File: config.mk
export PLATFORM = sky130hd
export DESIGN_NAME = adc_conv_sequencer
export DESIGN_NICKNAME = d
export VERILOG_FILES = /design/src/rtl/adc_seq_pkg.sv /design/src/rtl/adc_seq_ctrl.sv /design/src/rtl/adc_seq_fsm.sv /design/src/rtl/adc_seq_result.sv /design/src/rtl/adc_conv_sequencer.sv
export SDC_FILE = /design/constraint.sdc
export NUM_CORES = 1
export LEC_CHECK = 0
export BUFFER_PORTS_ARGS = -buffer_cell sky130_fd_sc_hd__buf_2
export CAP_MARGIN = 20
export CORE_MARGIN = 10
export CORE_UTILIZATION = 45
export CTS_CLUSTER_SIZE = 16
export DETAILED_ROUTE_END_ITERATION = 16
export HOLD_SLACK_MARGIN = 0.15
export PLACE_DENSITY = 0.69
export SYNTH_ARGS = -nofsm -noshare
export SYNTH_HDL_FRONTEND = slang
export SYNTH_SLANG_ARGS = --single-unit
File: constraint.sdc
create_clock -name clk -period 5.3 [get_ports clk]
set_input_delay 0.53 -clock clk [delete_from_list [all_inputs] [get_ports clk]]
set_output_delay 0.53 -clock clk [all_outputs]
set_load 0.005 [all_outputs]
File: src/rtl/adc_seq_pkg.sv
package adc_seq_pkg;

  typedef enum logic [1:0] {
    MD_FIX_ONE  = 2'b00,
    MD_FIX_RUN  = 2'b01,
    MD_SCAN_ONE = 2'b10,
    MD_SCAN_RUN = 2'b11
  } seq_mode_e;

  typedef enum logic [1:0] {
    ST_IDLE = 2'b00,
    ST_REQ  = 2'b01,
    ST_WAIT = 2'b10
  } seq_state_e;

  function automatic logic mode_is_scan(input logic [1:0] m);
    return m[1];
  endfunction

  function automatic logic mode_is_cont(input logic [1:0] m);
    return m[0];
  endfunction

endpackage

File: src/rtl/adc_seq_ctrl.sv
module adc_seq_ctrl
  import adc_seq_pkg::*;
#(
  parameter int CH_W = 3
) (
  input  logic            clk,
  input  logic            rst_n,
  input  logic            wr_en,
  input  logic [1:0]      wr_mode,
  input  logic [CH_W-1:0] wr_chan,
  input  logic            wr_start,
  input  logic            busy,
  input  logic            conv_fin,
  input  logic [CH_W-1:0] cur_chan,
  output logic            launch,
  output logic [CH_W-1:0] launch_chan,
  output logic            advance,
  output logic [CH_W-1:0] advance_chan
);

  // live configuration
  logic [1:0]      mode_q, mode_d;
  logic [CH_W-1:0] chan_q, chan_d;
  logic            start_q, start_d;
  // deferred fields written while busy
  logic            pm_v_q, pm_v_d;
  logic [1:0]      pm_q, pm_d;
  logic            pcs_v_q, pcs_v_d;
  logic [CH_W-1:0] pc_q, pc_d;
  logic            ps_q, ps_d;

  logic            idle_wr, busy_wr;
  logic [1:0]      new_mode;
  logic            walk, restart, latch_cs;
  logic [CH_W-1:0] chan_n;
  logic            start_n;

  always_comb begin
    idle_wr     = wr_en && !busy;
    busy_wr     = wr_en && busy;
    launch      = idle_wr && wr_start;
    launch_chan = wr_chan;

    new_mode = pm_v_q ? pm_q : mode_q;
    chan_n   = pcs_v_q ? pc_q : chan_q;
    start_n  = pcs_v_q ? ps_q : start_q;

    // keep descending while the effective mode is a scan and channel 0 is not reached
    walk     = mode_is_scan(new_mode) && (cur_chan != '0);
    restart  = pcs_v_q ? ps_q : (start_q && mode_is_cont(new_mode));
    latch_cs = conv_fin && (!mode_is_scan(mode_q) || !walk);

    advance      = walk || restart;
    advance_chan = walk ? CH_W'(cur_chan - 1'b1) : chan_n;
  end

  always_comb begin
    mode_d  = mode_q;
    chan_d  = chan_q;
    start_d = start_q;
    pm_v_d  = pm_v_q;
    pm_d    = pm_q;
    pcs_v_d = pcs_v_q;
    pc_d    = pc_q;
    ps_d    = ps_q;

    if (idle_wr) begin
      mode_d  = wr_mode;
      chan_d  = wr_chan;
      start_d = wr_start;
      pm_v_d  = 1'b0;
      pcs_v_d = 1'b0;
    end else if (conv_fin) begin
      mode_d = new_mode;
      pm_v_d = 1'b0;
      if (latch_cs) begin
        chan_d  = chan_n;
        start_d = walk ? start_n : restart;
        pcs_v_d = 1'b0;
      end
    end

    if (busy_wr) begin
      pm_v_d  = 1'b1;
      pm_d    = wr_mode;
      pcs_v_d = 1'b1;
      pc_d    = wr_chan;
      ps_d    = wr_start;
    end
  end

  always_ff @(posedge clk or negedge rst_n) begin
    if (!rst_n) begin
      mode_q  <= MD_FIX_ONE;
      chan_q  <= '0;
      start_q <= 1'b0;
      pm_v_q  <= 1'b0;
      pm_q    <= MD_FIX_ONE;
      pcs_v_q <= 1'b0;
      pc_q    <= '0;
      ps_q    <= 1'b0;
    end else begin
      mode_q  <= mode_d;
      chan_q  <= chan_d;
      start_q <= start_d;
      pm_v_q  <= pm_v_d;
      pm_q    <= pm_d;
      pcs_v_q <= pcs_v_d;
      pc_q    <= pc_d;
      ps_q    <= ps_d;
    end
  end

endmodule

File: src/rtl/adc_seq_fsm.sv
module adc_seq_fsm
  import adc_seq_pkg::*;
#(
  parameter int CH_W = 3
) (
  input  logic            clk,
  input  logic            rst_n,
  input  logic            launch,
  input  logic [CH_W-1:0] launch_chan,
  input  logic            advance,
  input  logic [CH_W-1:0] advance_chan,
  input  logic            conv_done,
  output logic            conv_req,
  output logic [CH_W-1:0] cur_chan,
  output logic            busy,
  output logic            conv_fin
);

  seq_state_e      state_q, state_d;
  logic [CH_W-1:0] chan_q, chan_d;

  always_comb begin
    state_d  = state_q;
    chan_d   = chan_q;
    conv_fin = (state_q == ST_WAIT) && conv_done;
    unique case (state_q)
      ST_IDLE: begin
        if (launch) begin
          state_d = ST_REQ;
          chan_d  = launch_chan;
        end
      end
      ST_REQ: state_d = ST_WAIT;
      ST_WAIT: begin
        if (conv_done) begin
          if (advance) begin
            state_d = ST_REQ;
            chan_d  = advance_chan;
          end else begin
            state_d = ST_IDLE;
          end
        end
      end
      default: state_d = ST_IDLE;
    endcase
  end

  always_ff @(posedge clk or negedge rst_n) begin
    if (!rst_n) begin
      state_q <= ST_IDLE;
      chan_q  <= '0;
    end else begin
      state_q <= state_d;
      chan_q  <= chan_d;
    end
  end

  assign conv_req = (state_q == ST_REQ);
  assign busy     = (state_q != ST_IDLE);
  assign cur_chan = chan_q;

endmodule

File: src/rtl/adc_seq_result.sv
module adc_seq_result #(
  parameter int CH_W   = 3,
  parameter int DATA_W = 10
) (
  input  logic              clk,
  input  logic              rst_n,
  input  logic              conv_fin,
  input  logic [DATA_W-1:0] conv_data,
  input  logic [CH_W-1:0]   cur_chan,
  input  logic              res_rd,
  output logic [DATA_W-1:0] res_data,
  output logic [CH_W-1:0]   res_chan,
  output logic              eoc_irq,
  output logic              overrun
);

  logic              unread_q, unread_d;
  logic              ovr_q, ovr_d;
  logic [DATA_W-1:0] data_q;
  logic [CH_W-1:0]   chan_q;
  logic              irq_q;

  always_comb begin
    unread_d = unread_q;
    ovr_d    = ovr_q;
    if (conv_fin) begin
      unread_d = 1'b1;
      if (unread_q && !res_rd) ovr_d = 1'b1;
      else if (res_rd)         ovr_d = 1'b0;
    end else if (res_rd) begin
      unread_d = 1'b0;
      ovr_d    = 1'b0;
    end
  end

  always_ff @(posedge clk or negedge rst_n) begin
    if (!rst_n) begin
      unread_q <= 1'b0;
      ovr_q    <= 1'b0;
      irq_q    <= 1'b0;
    end else begin
      unread_q <= unread_d;
      ovr_q    <= ovr_d;
      irq_q    <= conv_fin;
    end
  end

  // result register with explicit load enable
  always_ff @(posedge clk or negedge rst_n) begin
    if (!rst_n) begin
      data_q <= '0;
      chan_q <= '0;
    end else if (conv_fin) begin
      data_q <= conv_data;
      chan_q <= cur_chan;
    end
  end

  assign res_data = data_q;
  assign res_chan = chan_q;
  assign eoc_irq  = irq_q;
  assign overrun  = ovr_q;

endmodule

File: src/rtl/adc_conv_sequencer.sv
module adc_conv_sequencer #(
  parameter int CH_W   = 3,
  parameter int DATA_W = 10
) (
  input  logic              clk,
  input  logic              rst_n,
  input  logic              cfg_we,
  input  logic [1:0]        cfg_mode,
  input  logic [CH_W-1:0]   cfg_chan,
  input  logic              cfg_start,
  input  logic              res_rd,
  input  logic              conv_done,
  input  logic [DATA_W-1:0] conv_data,
  output logic              busy,
  output logic              conv_req,
  output logic [CH_W-1:0]   conv_chan,
  output logic [DATA_W-1:0] res_data,
  output logic [CH_W-1:0]   res_chan,
  output logic              eoc_irq,
  output logic              overrun
);

  logic            launch, advance, conv_fin;
  logic [CH_W-1:0] launch_chan, advance_chan, cur_chan;

  adc_seq_ctrl #(.CH_W(CH_W)) u_ctrl (
    .clk          (clk),
    .rst_n        (rst_n),
    .wr_en        (cfg_we),
    .wr_mode      (cfg_mode),
    .wr_chan      (cfg_chan),
    .wr_start     (cfg_start),
    .busy         (busy),
    .conv_fin     (conv_fin),
    .cur_chan     (cur_chan),
    .launch       (launch),
    .launch_chan  (launch_chan),
    .advance      (advance),
    .advance_chan (advance_chan)
  );

  adc_seq_fsm #(.CH_W(CH_W)) u_fsm (
    .clk          (clk),
    .rst_n        (rst_n),
    .launch       (launch),
    .launch_chan  (launch_chan),
    .advance      (advance),
    .advance_chan (advance_chan),
    .conv_done    (conv_done),
    .conv_req     (conv_req),
    .cur_chan     (cur_chan),
    .busy         (busy),
    .conv_fin     (conv_fin)
  );

  adc_seq_result #(.CH_W(CH_W), .DATA_W(DATA_W)) u_res (
    .clk       (clk),
    .rst_n     (rst_n),
    .conv_fin  (conv_fin),
    .conv_data (conv_data),
    .cur_chan  (cur_chan),
    .res_rd    (res_rd),
    .res_data  (res_data),
    .res_chan  (res_chan),
    .eoc_irq   (eoc_irq),
    .overrun   (overrun)
  );

  assign conv_chan = cur_chan;

endmodule

### Word-level counts from Yosys, hierarchy flattened

Cells that the tools add are included.

* flip-flop bits (word level): 35
* bits in latches: 0
* RAM bits: 0
* ROM bits: 0
* input port bits: 21
* output and inout bits: 20
* memories kept: 0

* add/sub/neg operators: 1
* multiply operators: 0
* divide/modulo/power cells: 0
* magnitude comparators: 0
* eq/ne operators: 6
* shift-type cells: 0
* multiplexer cells: 34
* bitwise logic cells: 0
* reductions and logical operators: 28

Operators with widths (count)
* 3-bit 2-to-1 mux: 8
* 1-bit 2-to-1 mux: 19
* 2-bit 2-to-1 mux: 5
* 2-bit nonzero test: 5
* 3-bit nonzero test: 3
* 1-bit logical AND: 8
* 2-bit inequality test (second input constant): 3
* 2-bit one-hot mux with 3 select lines: 1
* 3-bit one-hot mux with 2 select lines: 1
* 2-bit AND reduction: 3
* 1-bit zero test: 4
* 4-bit AND reduction: 1
* 3-bit by 1-bit inequality test with 1-bit output (second input constant): 1
* 3-bit AND reduction: 1
* 3-bit by 1-bit subtractor with 3-bit output (second input constant): 1
* 2-bit by 1-bit equality test with 1-bit output (second input constant): 1
* 2-bit equality test (second input constant): 1
* 2-bit zero test: 1
* 1-bit logical OR: 2

### Depth between registers and ports, before layout

Gate-level depths: netlist of run 1.

* word-level depth: 9
* mapped depth: 7

### Cells and area by module

Synthesis of run 1 repeated with hierarchy kept, for this count alone.

* cell total of the unflattened synthesis: 136
* area total of the unflattened synthesis: 1714.1 um2

By module, submodules not included
* adc_seq_ctrl: times used 1, cells each 82, area each 824.5 um2, sequential area each 350.3 um2
* adc_seq_result: times used 1, cells each 35, area each 629.4 um2, sequential area each 400.4 um2
* adc_seq_fsm: times used 1, cells each 19, area each 260.2 um2, sequential area each 125.1 um2

### Worst setup path before layout of run 1

OpenSTA, ideal clock, no wires.

* path kind: register to register
* start: register u_fsm.chan_q[0], in the netlist u_fsm.cur_chan[0]
* end: register u_fsm.chan_q[1], in the netlist u_fsm.cur_chan[1]
* setup time: 0.127 ns
* data arrival time: 1.724 ns
* required time: 5.173 ns
* path slack: 3.449 ns
* stages on the path, launching flop included: 8
* buffers on the path: 0
* period minus slack after synthesis: 1.851 ns
* cells stage by stage: dfrtp_1 inv_1 ha_1 ha_1 inv_1 a222oi_1 o21a_2 mux2_1

* word-level cells in the longest chain between the ends: 6
* elaborated cells between the ends (all ways): 10
* classes of those cells: 1 x add/sub; 1 x eq/ne; 4 x mux; 4 x reduce/logical

Ends and longest elaborated chain
* start, declared: RTL line adc_seq_fsm.sv:20 `logic [CH_W-1:0] chan_q, chan_d;`
* start signal, assigned: RTL line adc_seq_fsm.sv:54 `chan_q <= chan_d;`
* parallel branches: the longest is 6 deep, another holds 3-bit by 1-bit subtractor with 3-bit output

Parallel ways; which one is timed is not known. The select of a mux whose other input is x is not followed.
A chain may end at the register's enable or synchronous reset.

### Worst setup path after layout of run 1

* start: register u_fsm.state_q[1]
* end: register u_ctrl.chan_q[0]

* word-level cells in the longest chain between the ends: 5
* elaborated cells between the ends (all ways): 10
* classes of those cells: 1 x eq/ne; 1 x mux; 8 x reduce/logical

Ends and longest elaborated chain
* start, declared: RTL line adc_seq_fsm.sv:19 `seq_state_e state_q, state_d;`
* start signal, assigned: RTL line adc_seq_fsm.sv:53 `state_q <= state_d;`
* 2-bit equality test / 2-bit nonzero test (equally long branches): RTL line adc_seq_fsm.sv:25, adc_seq_fsm.sv:59
* 1-bit logical AND / 1-bit zero test (equally long branches): RTL line adc_seq_fsm.sv:25, adc_seq_ctrl.sv:39
* 1-bit logical AND, on equally long branches: RTL line adc_seq_ctrl.sv:51, adc_seq_ctrl.sv:39
* 2-bit nonzero test (no source line)
* 2-bit AND reduction (no source line)
* end signal, assigned: RTL line adc_seq_ctrl.sv:104 `chan_q <= chan_d;`
* end, declared: RTL line adc_seq_ctrl.sv:23 `logic [CH_W-1:0] chan_q, chan_d;`

Several ways; a longest one is shown, not always the timed one.

==> flow_metrics.env, run 1 <==
export IMPL_status="finished, final reports clean"
export IMPL_netlist_area_um2=1640
export IMPL_final_core_util_pct=57.5
export IMPL_grt_pass1_vias=1423
export IMPL_ys_types=36
export IMPL_top_layer="met4"
export IMPL_cp_arrival_ns=2.80
export IMPL_yosysSeqAreaShare_pct=53.3
export IMPL_hpwlAfterDp_um=2930
export IMPL_antenna_found_initial=0
export IMPL_met3_length_um=291
export IMPL_cap_violations=0
export IMPL_track_usage_pct=12.9
export IMPL_required_ns=5.47
export IMPL_ys_flop_type="dfrtp_1"
export IMPL_rsz0062_at_grt="no"
export IMPL_vias_per_cell=5.29
export IMPL_worstRegToRegCells=5
export IMPL_ant_nets=0
export IMPL_ys_seq_elements=35
export IMPL_grt_pass1_wl_um=6610
export IMPL_wire_per_inst_um=15.4
export IMPL_numCtsBuffers=5
export IMPL_place_gp_congestion=0.890
export IMPL_drc=0
export IMPL_hp_class="input port to async pin"
export IMPL_syn2layout_area_growth_pct=20.4
export IMPL_cts_root_buffer="clkbuf_8"
export IMPL_start_util_pct=47.7
export IMPL_met2WireLength_um=1810
export IMPL_path_class="flop to flop"
export IMPL_core_um2=3440
export IMPL_leakagePower_nw=0.985
export IMPL_grt_overflow_total=0
export IMPL_met1_length_um=1650
export IMPL_drive_above_1_share_pct=29.9
export IMPL_instances_no_fill=250
export IMPL_clk_pin_slew_ns=0.07
export IMPL_placedCellCount=242
export IMPL_start_kind="flop"
export IMPL_cts_resized=0
export IMPL_crit_start="u_fsm.state_q[1]"
export IMPL_syn_area_per_cell_um2=10.2
export IMPL_wirelength_um=3850
export IMPL_antenna_cells=0
export IMPL_die_x_um=80.4
export IMPL_finClkSkew_ns=0.00562
export IMPL_num_nets_final=226
export IMPL_cts_setup_buffers=0
export IMPL_rrSetupSlack_ns=2.67
export IMPL_cts_path_max_buffers=2
export IMPL_peakVddDrop_uv=277
export IMPL_drt_first_pass_iters=6
export IMPL_die_h_um=80.4
export IMPL_synthArstFlopShare_pct=100
export IMPL_io_buffers=40
export IMPL_clock_latency_ns=0.29
export IMPL_fmax_mhz=380
export IMPL_routed_via_count=1323
export IMPL_final_max_slew_viol_count=0
export IMPL_worstMarginPinSlew_ns=0.764
export IMPL_cts_tree="yes"
export IMPL_dieArea_um2=6470
export IMPL_final_cell_mix="40 x nand2_1, 40 x buf_2, 35 x dfrtp_1"
export IMPL_hold_viol_final=0
export IMPL_h_tree_depth=2
export IMPL_fillCellCount=301
export IMPL_rr_endpoint="u_ctrl.chan_q[0]"
export IMPL_ioPinCount=41
export IMPL_setup_viol=0
export IMPL_p_per_area_nw_per_um2=574
export IMPL_synth_cells=161
export IMPL_yosys_warnings=0
export IMPL_crit_path_end_kind="flop"
export IMPL_drt_iter0_drc=82
export IMPL_tns_ns=0
export IMPL_grt_max_degree=36
export IMPL_crit_fanout=20
export IMPL_placement_rows=21
export IMPL_clock_sinks=35
export IMPL_syn_nets=184
export IMPL_maxSlewHeadroom_pct=48.9
export IMPL_cts_hold_buf=0
export IMPL_r2r_start="u_fsm.state_q[1]"
export IMPL_fin_crit_sh_pct=49.6
export IMPL_post_route_min_period_ns=2.63
export IMPL_synth_edf_count=0
[where the power goes]
group          switching [W]  internal [W]
clock              0.0000927      0.000118
sequential         0.0000959      0.000387
combinational       0.000230      0.000212
[synthesized netlist by cell type (all sizes together) (3+ instances only)]
master / count / share of area, %
nand2: 40 / 9.1
mux2i: 4 / 2.4
clkbuf: 3 / 0.69
nand2b: 4 / 1.5
mux2: 11 / 7.8
nor2b: 4 / 1.5
inv: 9 / 2.1
dfrtp: 35 / 53
a21oi: 7 / 2.1
o21ai: 7 / 2.1
o22ai: 3 / 1.1
nor2: 5 / 1.1
[final cells by class]
type	instances	area (um^2)	share of cell area, %
inverters	10	37.5	1.90
flip-flops and latches	35	876	44.3
well taps	46	57.6	2.91
clock buffers	7	96.3	4.87
multi-input cells	111	703	35.5
repair buffers	40	200	10.1
clock inverters	1	7.51	0.380
[worst max-delay path, stage by stage, from the launching register on]
cell,delay (ns)
dfrtp_1,0.43
nand3b_1,0.60
clkinv_1,0.63
o31a_1,0.29
nor2_1,0.19
mux2_2,0.36
[cells by family (layout without fill, tap and decap cells)]
logic type	Yosys count	after routing	share of synthesized area, %
mux	15	15	10.2
buf+inv	15	58	3.88
fa+ha+maj	2	2	1.52
flops	35	35	53.3
compound gates	35	35	14.7
simple gates	59	59	16.4
[worst max-delay path by stage]
stage and endpoint:
6_report u_ctrl.chan_q[0], 5_1_grt u_ctrl.chan_q[0], 4_1_cts u_ctrl.chan_q[0], 3_5_place_dp u_ctrl.chan_q[0], 3_3_place_gp u_ctrl.chan_q[0], 2_1_floorplan u_fsm.cur_chan[1]
[flip-flops by register name, summed over array words and instances (netlist names)]
name            cells
u_ctrl.chan_q       3
u_ctrl.mode_q       2
u_ctrl.pc_q         3
u_ctrl.pcs_v_q      1
u_ctrl.pm_q         2
u_ctrl.pm_v_q       1
u_ctrl.ps_q         1
u_ctrl.start_q      1
u_fsm.cur_chan      3
u_fsm.state_q       2
u_res.eoc_irq       1
u_res.overrun       1
u_res.res_chan      3
u_res.res_data     10
u_res.unread_q      1
[stage by stage]
step / setup WS (ns) / cell area, um^2 / total power, W / hold WS, ns
detailed placement: 2.50 / 1870 / 0.000932 / 0.458
global route: 2.36 / 1980 / 0.00123 / 0.365
finish: 2.67 / 1980 / 0.00114 / 0.309
CTS: 2.66 / 1980 / 0.00115 / 0.335
global placement: 2.59 / 1870 / 0.000909 / 0.460
floorplan: 3.45 / 1640 / 0.000772 / 0.234
[metal layers]
metal / up-vias / GRT usage, %
li1: 648 / -
met1: 625 / 14.0
met2: 39 / 21.1
met3: 11 / 5.90
met4: 0 / 5.99
met5: - / 0
(Power assumes the default switching activity.)
==> run 2: changes to the inputs <==
==> constraint.sdc (replaced) <==
create_clock -name clk -period 2.6 [get_ports clk]
set_input_delay 0.26 -clock clk [delete_from_list [all_inputs] [get_ports clk]]
set_output_delay 0.26 -clock clk [all_outputs]
set_load 0.005 [all_outputs]
==> flow_metrics.env, run 2 (synthesis results as in run 1) <==
export IMPL_status="finished, final reports clean"
export IMPL_dieArea_um2=6470
export IMPL_rsz0062_at_grt="no"
export IMPL_rrSetupSlack_ns=0.53
export IMPL_die_h_um=80.4
export IMPL_placement_rows=21
export IMPL_antenna_found_initial=0
export IMPL_cp_cell_sequence="inv_1 > ha_1 > ha_1 > inv_1 > a222oi_1 > o21a_2 > mux2_1"
export IMPL_hold_viol_final=0
export IMPL_fmax_mhz=483
export IMPL_ioPinCount=41
export IMPL_start_kind="flop"
export IMPL_clock_latency_ns=0.29
export IMPL_tns_ns=0
export IMPL_path_class="flop to flop"
export IMPL_instances_no_fill=254
export IMPL_clk_pin_slew_ns=0.07
export IMPL_hpwlAfterDp_um=2970
export IMPL_worstRegToRegCells=7
export IMPL_h_tree_depth=2
export IMPL_grt_pass1_wl_um=7020
export IMPL_core_um2=3440
export IMPL_largest_register_ffs=10
export IMPL_crit_family="compound AO/OA/AOI/OAI gates"
export IMPL_slowest_stage="dfrtp_1"
export IMPL_grt_pass1_vias=1536
export IMPL_numCtsBuffers=5
export IMPL_grt_overflow_total=0
export IMPL_crit_fanout=8
export IMPL_cpPeakStageDelay_ns=0.40
export IMPL_cts_root_buffer="clkbuf_8"
export IMPL_die_x_um=80.4
export IMPL_antenna_cells=0
export IMPL_cap_violations=0
export IMPL_num_nets_final=230
export IMPL_drive_above_1_share_pct=29.8
export IMPL_setup_viol=0
export IMPL_p_per_area_nw_per_um2=1170
export IMPL_r2r_start="u_fsm.cur_chan[0]"
export IMPL_cp_buffers_inverters=2
export IMPL_cp_depth=7
export IMPL_track_usage_pct=13.5
export IMPL_rr_endpoint="u_fsm.cur_chan[1]"
export IMPL_final_cell_mix="40 x nand2_1, 40 x buf_2, 35 x dfrtp_1"
export IMPL_required_ns=2.77
export IMPL_wire_per_inst_um=15.6
export IMPL_post_route_min_period_ns=2.07
export IMPL_final_max_slew_viol_count=0
export IMPL_placedCellCount=244
export IMPL_fin_crit_sh_pct=79.6
export IMPL_start_util_pct=47.7
export IMPL_crit_start="u_fsm.cur_chan[0]"
export IMPL_vias_per_cell=5.37
export IMPL_cts_resized=0
export IMPL_maxSlewHeadroom_pct=50.2
export IMPL_drt_iter0_drc=181
export IMPL_syn2layout_area_growth_pct=22.3
export IMPL_io_buffers=40
export IMPL_cts_tree="yes"
export IMPL_cp_arrival_ns=2.24
export IMPL_cts_path_max_buffers=2
export IMPL_worstMarginPinSlew_ns=0.747
export IMPL_place_gp_congestion=0.830
export IMPL_leakagePower_nw=1.00
export IMPL_wirelength_um=3980
export IMPL_cts_hold_buf=2
export IMPL_finClkSkew_ns=0.00709
export IMPL_crit_path_end_kind="flop"
export IMPL_drt_first_pass_iters=4
export IMPL_drc=0
export IMPL_cts_setup_buffers=0
export IMPL_endpoint="u_fsm.cur_chan[1]"
export IMPL_peakVddDrop_uv=481
export IMPL_hp_class="input port to flop"
export IMPL_routed_via_count=1364
export IMPL_clock_sinks=35
export IMPL_grt_max_degree=36
export IMPL_ant_nets=0
[run 2: changes by cell type in the layout (fill, tap and decap cells not counted), sizes merged]
cell / previous run / this run
buf: 40 / 42
clkinvlp: 1 / 0
clkbuf: 7 / 8
dlygate4sd3: 0 / 2
[run 2: layout make-up]
| cell class | instances | area, um^2 |
|---|---|---|
| clock buffer | 8 | 100 |
| tap | 46 | 57.6 |
| fill | 320 | 1430 |
| multi-input combinational | 111 | 703 |
| timing repair buffer | 44 | 235 |
| sequential | 35 | 876 |
| inverter | 10 | 37.5 |
[run 2: worst min-delay path: stages]
cell     delay [ns]
buf_2          0.07
nand2_1        0.04
nand2_1        0.04
[run 2: layer usage]
layer | global-route usage (%) | up-vias | wire [um]
li1 | - | 652 | -
met1 | 15.7 | 658 | 1660
met2 | 20.8 | 44 | 1910
met3 | 5.23 | 10 | 304
met4 | 7.57 | 0 | 103
met5 | 0 | - | 0
[run 2: how the worst min path moves through the flow]
| stage | cells past startpoint | end | start |
|---|---|---|---|
| floorplan | 0 | u_ctrl.chan_q[0] | rst_n |
| global placement | 1 | u_ctrl.pc_q[0] | rst_n |
| detailed placement | 1 | u_ctrl.ps_q | rst_n |
| CTS | 3 | u_res.res_data[4] | conv_data[4] |
| global route | 3 | u_res.res_data[5] | conv_data[5] |
| finish | 3 | u_res.res_data[4] | conv_data[4] |
[run 2: stage by stage]
step                power, W  util (%)  hold slack (ns)  instance area [um^2]  worst slack (ns)
global route         0.00254      58.4            0.171                  2010             0.348
detailed placement   0.00192      54.9            0.381                  1890             0.543
finish               0.00234      58.4            0.164                  2010             0.530
floorplan            0.00157         -          -0.0356                  1640             0.749
global placement     0.00186      54.9            0.364                  1890             0.665
CTS                  0.00236      58.4            0.159                  2010             0.529
[run 2: where the power goes]
part / leakage [nW] / switching, W / internal, W
registers: 0.434 / 0.000199 / 0.000789
clock network: 0.0515 / 0.000185 / 0.000242
logic: 0.519 / 0.000481 / 0.000447
==> run 3: changes to the inputs <==
--- a/config.mk
+++ b/config.mk
@@ -12,7 +12,7 @@
 export CTS_CLUSTER_SIZE = 16
 export DETAILED_ROUTE_END_ITERATION = 16
 export HOLD_SLACK_MARGIN = 0.15
-export PLACE_DENSITY = 0.69
+export PLACE_DENSITY = 0.72
 export SYNTH_ARGS = -nofsm -noshare
 export SYNTH_HDL_FRONTEND = slang
 export SYNTH_SLANG_ARGS = --single-unit
==> constraint.sdc (replaced) <==
create_clock -name clk -period 1.7 [get_ports clk]
set_input_delay 0.17 -clock clk [delete_from_list [all_inputs] [get_ports clk]]
set_output_delay 0.17 -clock clk [all_outputs]
set_load 0.005 [all_outputs]
==> flow_metrics.env, run 3 (synthesis results as in run 1) <==
export IMPL_ant_nets=0
export IMPL_finalHoldWorstSlack_ns=0.180
export IMPL_cts_path_max_buffers=2
export IMPL_crit_fanout=5
export IMPL_drc=0
export IMPL_clock_latency_ns=0.29
export IMPL_path_class="flop to flop"
export IMPL_start_kind="flop"
export IMPL_num_nets_final=268
export IMPL_placement_rows=21
export IMPL_hpwlAfterDp_um=3270
export IMPL_fmax_mhz=553
export IMPL_drt_first_pass_iters=4
export IMPL_hp_class="input port to flop"
export IMPL_track_usage_pct=14.9
export IMPL_cpMostUsedCell="mux2_4"
export IMPL_final_cell_mix="40 x nand2_1, 40 x buf_2, 34 x dfrtp_1"
export IMPL_p_per_area_nw_per_um2=1720
export IMPL_post_route_min_period_ns=1.81
export IMPL_cts_root_buffer="clkbuf_8"
export IMPL_drt_iter0_drc=108
export IMPL_rrSetupSlack_ns=-0.11
export IMPL_ioPinCount=41
export IMPL_die_x_um=80.4
export IMPL_cts_tree="yes"
export IMPL_failed_checks="negative setup slack"
export IMPL_instances_no_fill=292
export IMPL_wirelength_um=4730
export IMPL_rsz0062_at_grt="yes"
export IMPL_drive_above_1_share_pct=38.6
export IMPL_dieArea_um2=6470
export IMPL_required_ns=1.88
export IMPL_routed_via_count=1530
export IMPL_setup_viol=4
export IMPL_antenna_found_initial=0
export IMPL_io_buffers=40
export IMPL_wire_per_inst_um=16.2
export IMPL_fin_crit_sh_pct=106
export IMPL_status="finished with violations"
export IMPL_leakagePower_nw=1.18
export IMPL_grt_overflow_total=0
export IMPL_crit_path_end_kind="flop"
export IMPL_cp_cell_sequence="mux2_4 > a222oi_1 > o21a_2 > mux2_4"
export IMPL_slowest_stage="dfrtp_2"
export IMPL_cpPeakStageDelay_ns=0.45
export IMPL_grt_pass1_vias=1633
export IMPL_start_util_pct=47.7
export IMPL_clk_pin_slew_ns=0.07
export IMPL_grt_pass1_wl_um=7630
export IMPL_syn2layout_area_growth_pct=44.2
export IMPL_hold_viol_final=0
export IMPL_place_gp_congestion=0.904
export IMPL_peakVddDrop_uv=734
export IMPL_h_tree_depth=2
export IMPL_die_h_um=80.4
export IMPL_cap_violations=0
export IMPL_grt_max_degree=36
export IMPL_placedCellCount=262
export IMPL_vias_per_cell=5.24
export IMPL_core_um2=3440
export IMPL_final_max_slew_viol_count=0
export IMPL_cp_arrival_ns=1.98
export IMPL_final_core_util_pct=68.8
export IMPL_tns_ns=-0.357
export IMPL_fin_ws_ns=-0.110
export IMPL_antenna_cells=0
export IMPL_numCtsBuffers=5
export IMPL_largest_register_ffs=10
export IMPL_clock_sinks=35
export IMPL_worstMarginPinSlew_ns=0.777
export IMPL_finClkSkew_ns=0.00487
export IMPL_maxSlewHeadroom_pct=48.2
-- run 3: cell types whose count changed in the layout (fill, tap and decap cells not counted), sizes merged --
cell,change
buf,+22
clkbuf,-2
clkinv,+1
clkinvlp,+1
dlygate4sd3,+16
-- run 3: stage by stage --
step	total power (W)	area, um^2	worst slack (ns)
floorplan	0.00249	1680	-0.0414
global placement	0.00320	2060	-0.0580
detailed placement	0.00331	2060	-0.155
CTS	0.00402	2340	-0.0590
global route	0.00438	2370	-0.185
finish	0.00408	2370	-0.110
-- run 3: timing repair --
item,4_1_cts,5_1_grt
pin swaps,4,1
gates resized for setup,4,3
setup endpoints to repair,4,5
hold endpoints to repair,54,0
setup buffers,2,3
hold buffers,18,0
-- run 3: power by group --
| group | switching [W] | leakage (nW) | internal [W] |
|---|---|---|---|
| clock | 0.000300 | 0.0412 | 0.000286 |
| sequential | 0.000246 | 0.432 | 0.00121 |
| combinational | 0.000967 | 0.707 | 0.00108 |
-- run 3: path summary, 6_finish.rpt --
check,start,to,cells past startpoint
max,u_ctrl.pm_v_q,u_fsm.cur_chan[1],4
min,cfg_chan[1],u_ctrl.pc_q[1],2
max reg2reg,u_ctrl.pm_v_q,u_fsm.cur_chan[1],4
min reg2reg,u_res.res_data[6],u_res.res_data[6],2
max in group asynchronous,rst_n,u_ctrl.pm_v_q,2
min in group asynchronous,rst_n,u_ctrl.mode_q[1],2
-- run 3: critical path, delay by kind of cell, from the launching register on --
family	cells	cell delay, ns
compound gates	2	0.61
flops	1	0.45
mux	2	0.62
-- run 3: cell type report --
type | instances | area (um^2)
fillers | 262 | 1070
clock inverters | 2 | 12.5
inverters | 10 | 37.5
repair buffers | 82 | 561
clock buffers | 6 | 72.6
well taps | 46 | 57.6
flip-flops and latches | 35 | 877
multi-input cells | 111 | 752
-- run 3: layer usage --
| layer | part of all wire, % | track usage [%] |
|---|---|---|
| met1 | 39 | 15.6 |
| met2 | 51 | 25.7 |
| met4 | 3.2 | 9.15 |
| met3 | 6.9 | 4.45 |
| met5 | 0 | 0 |
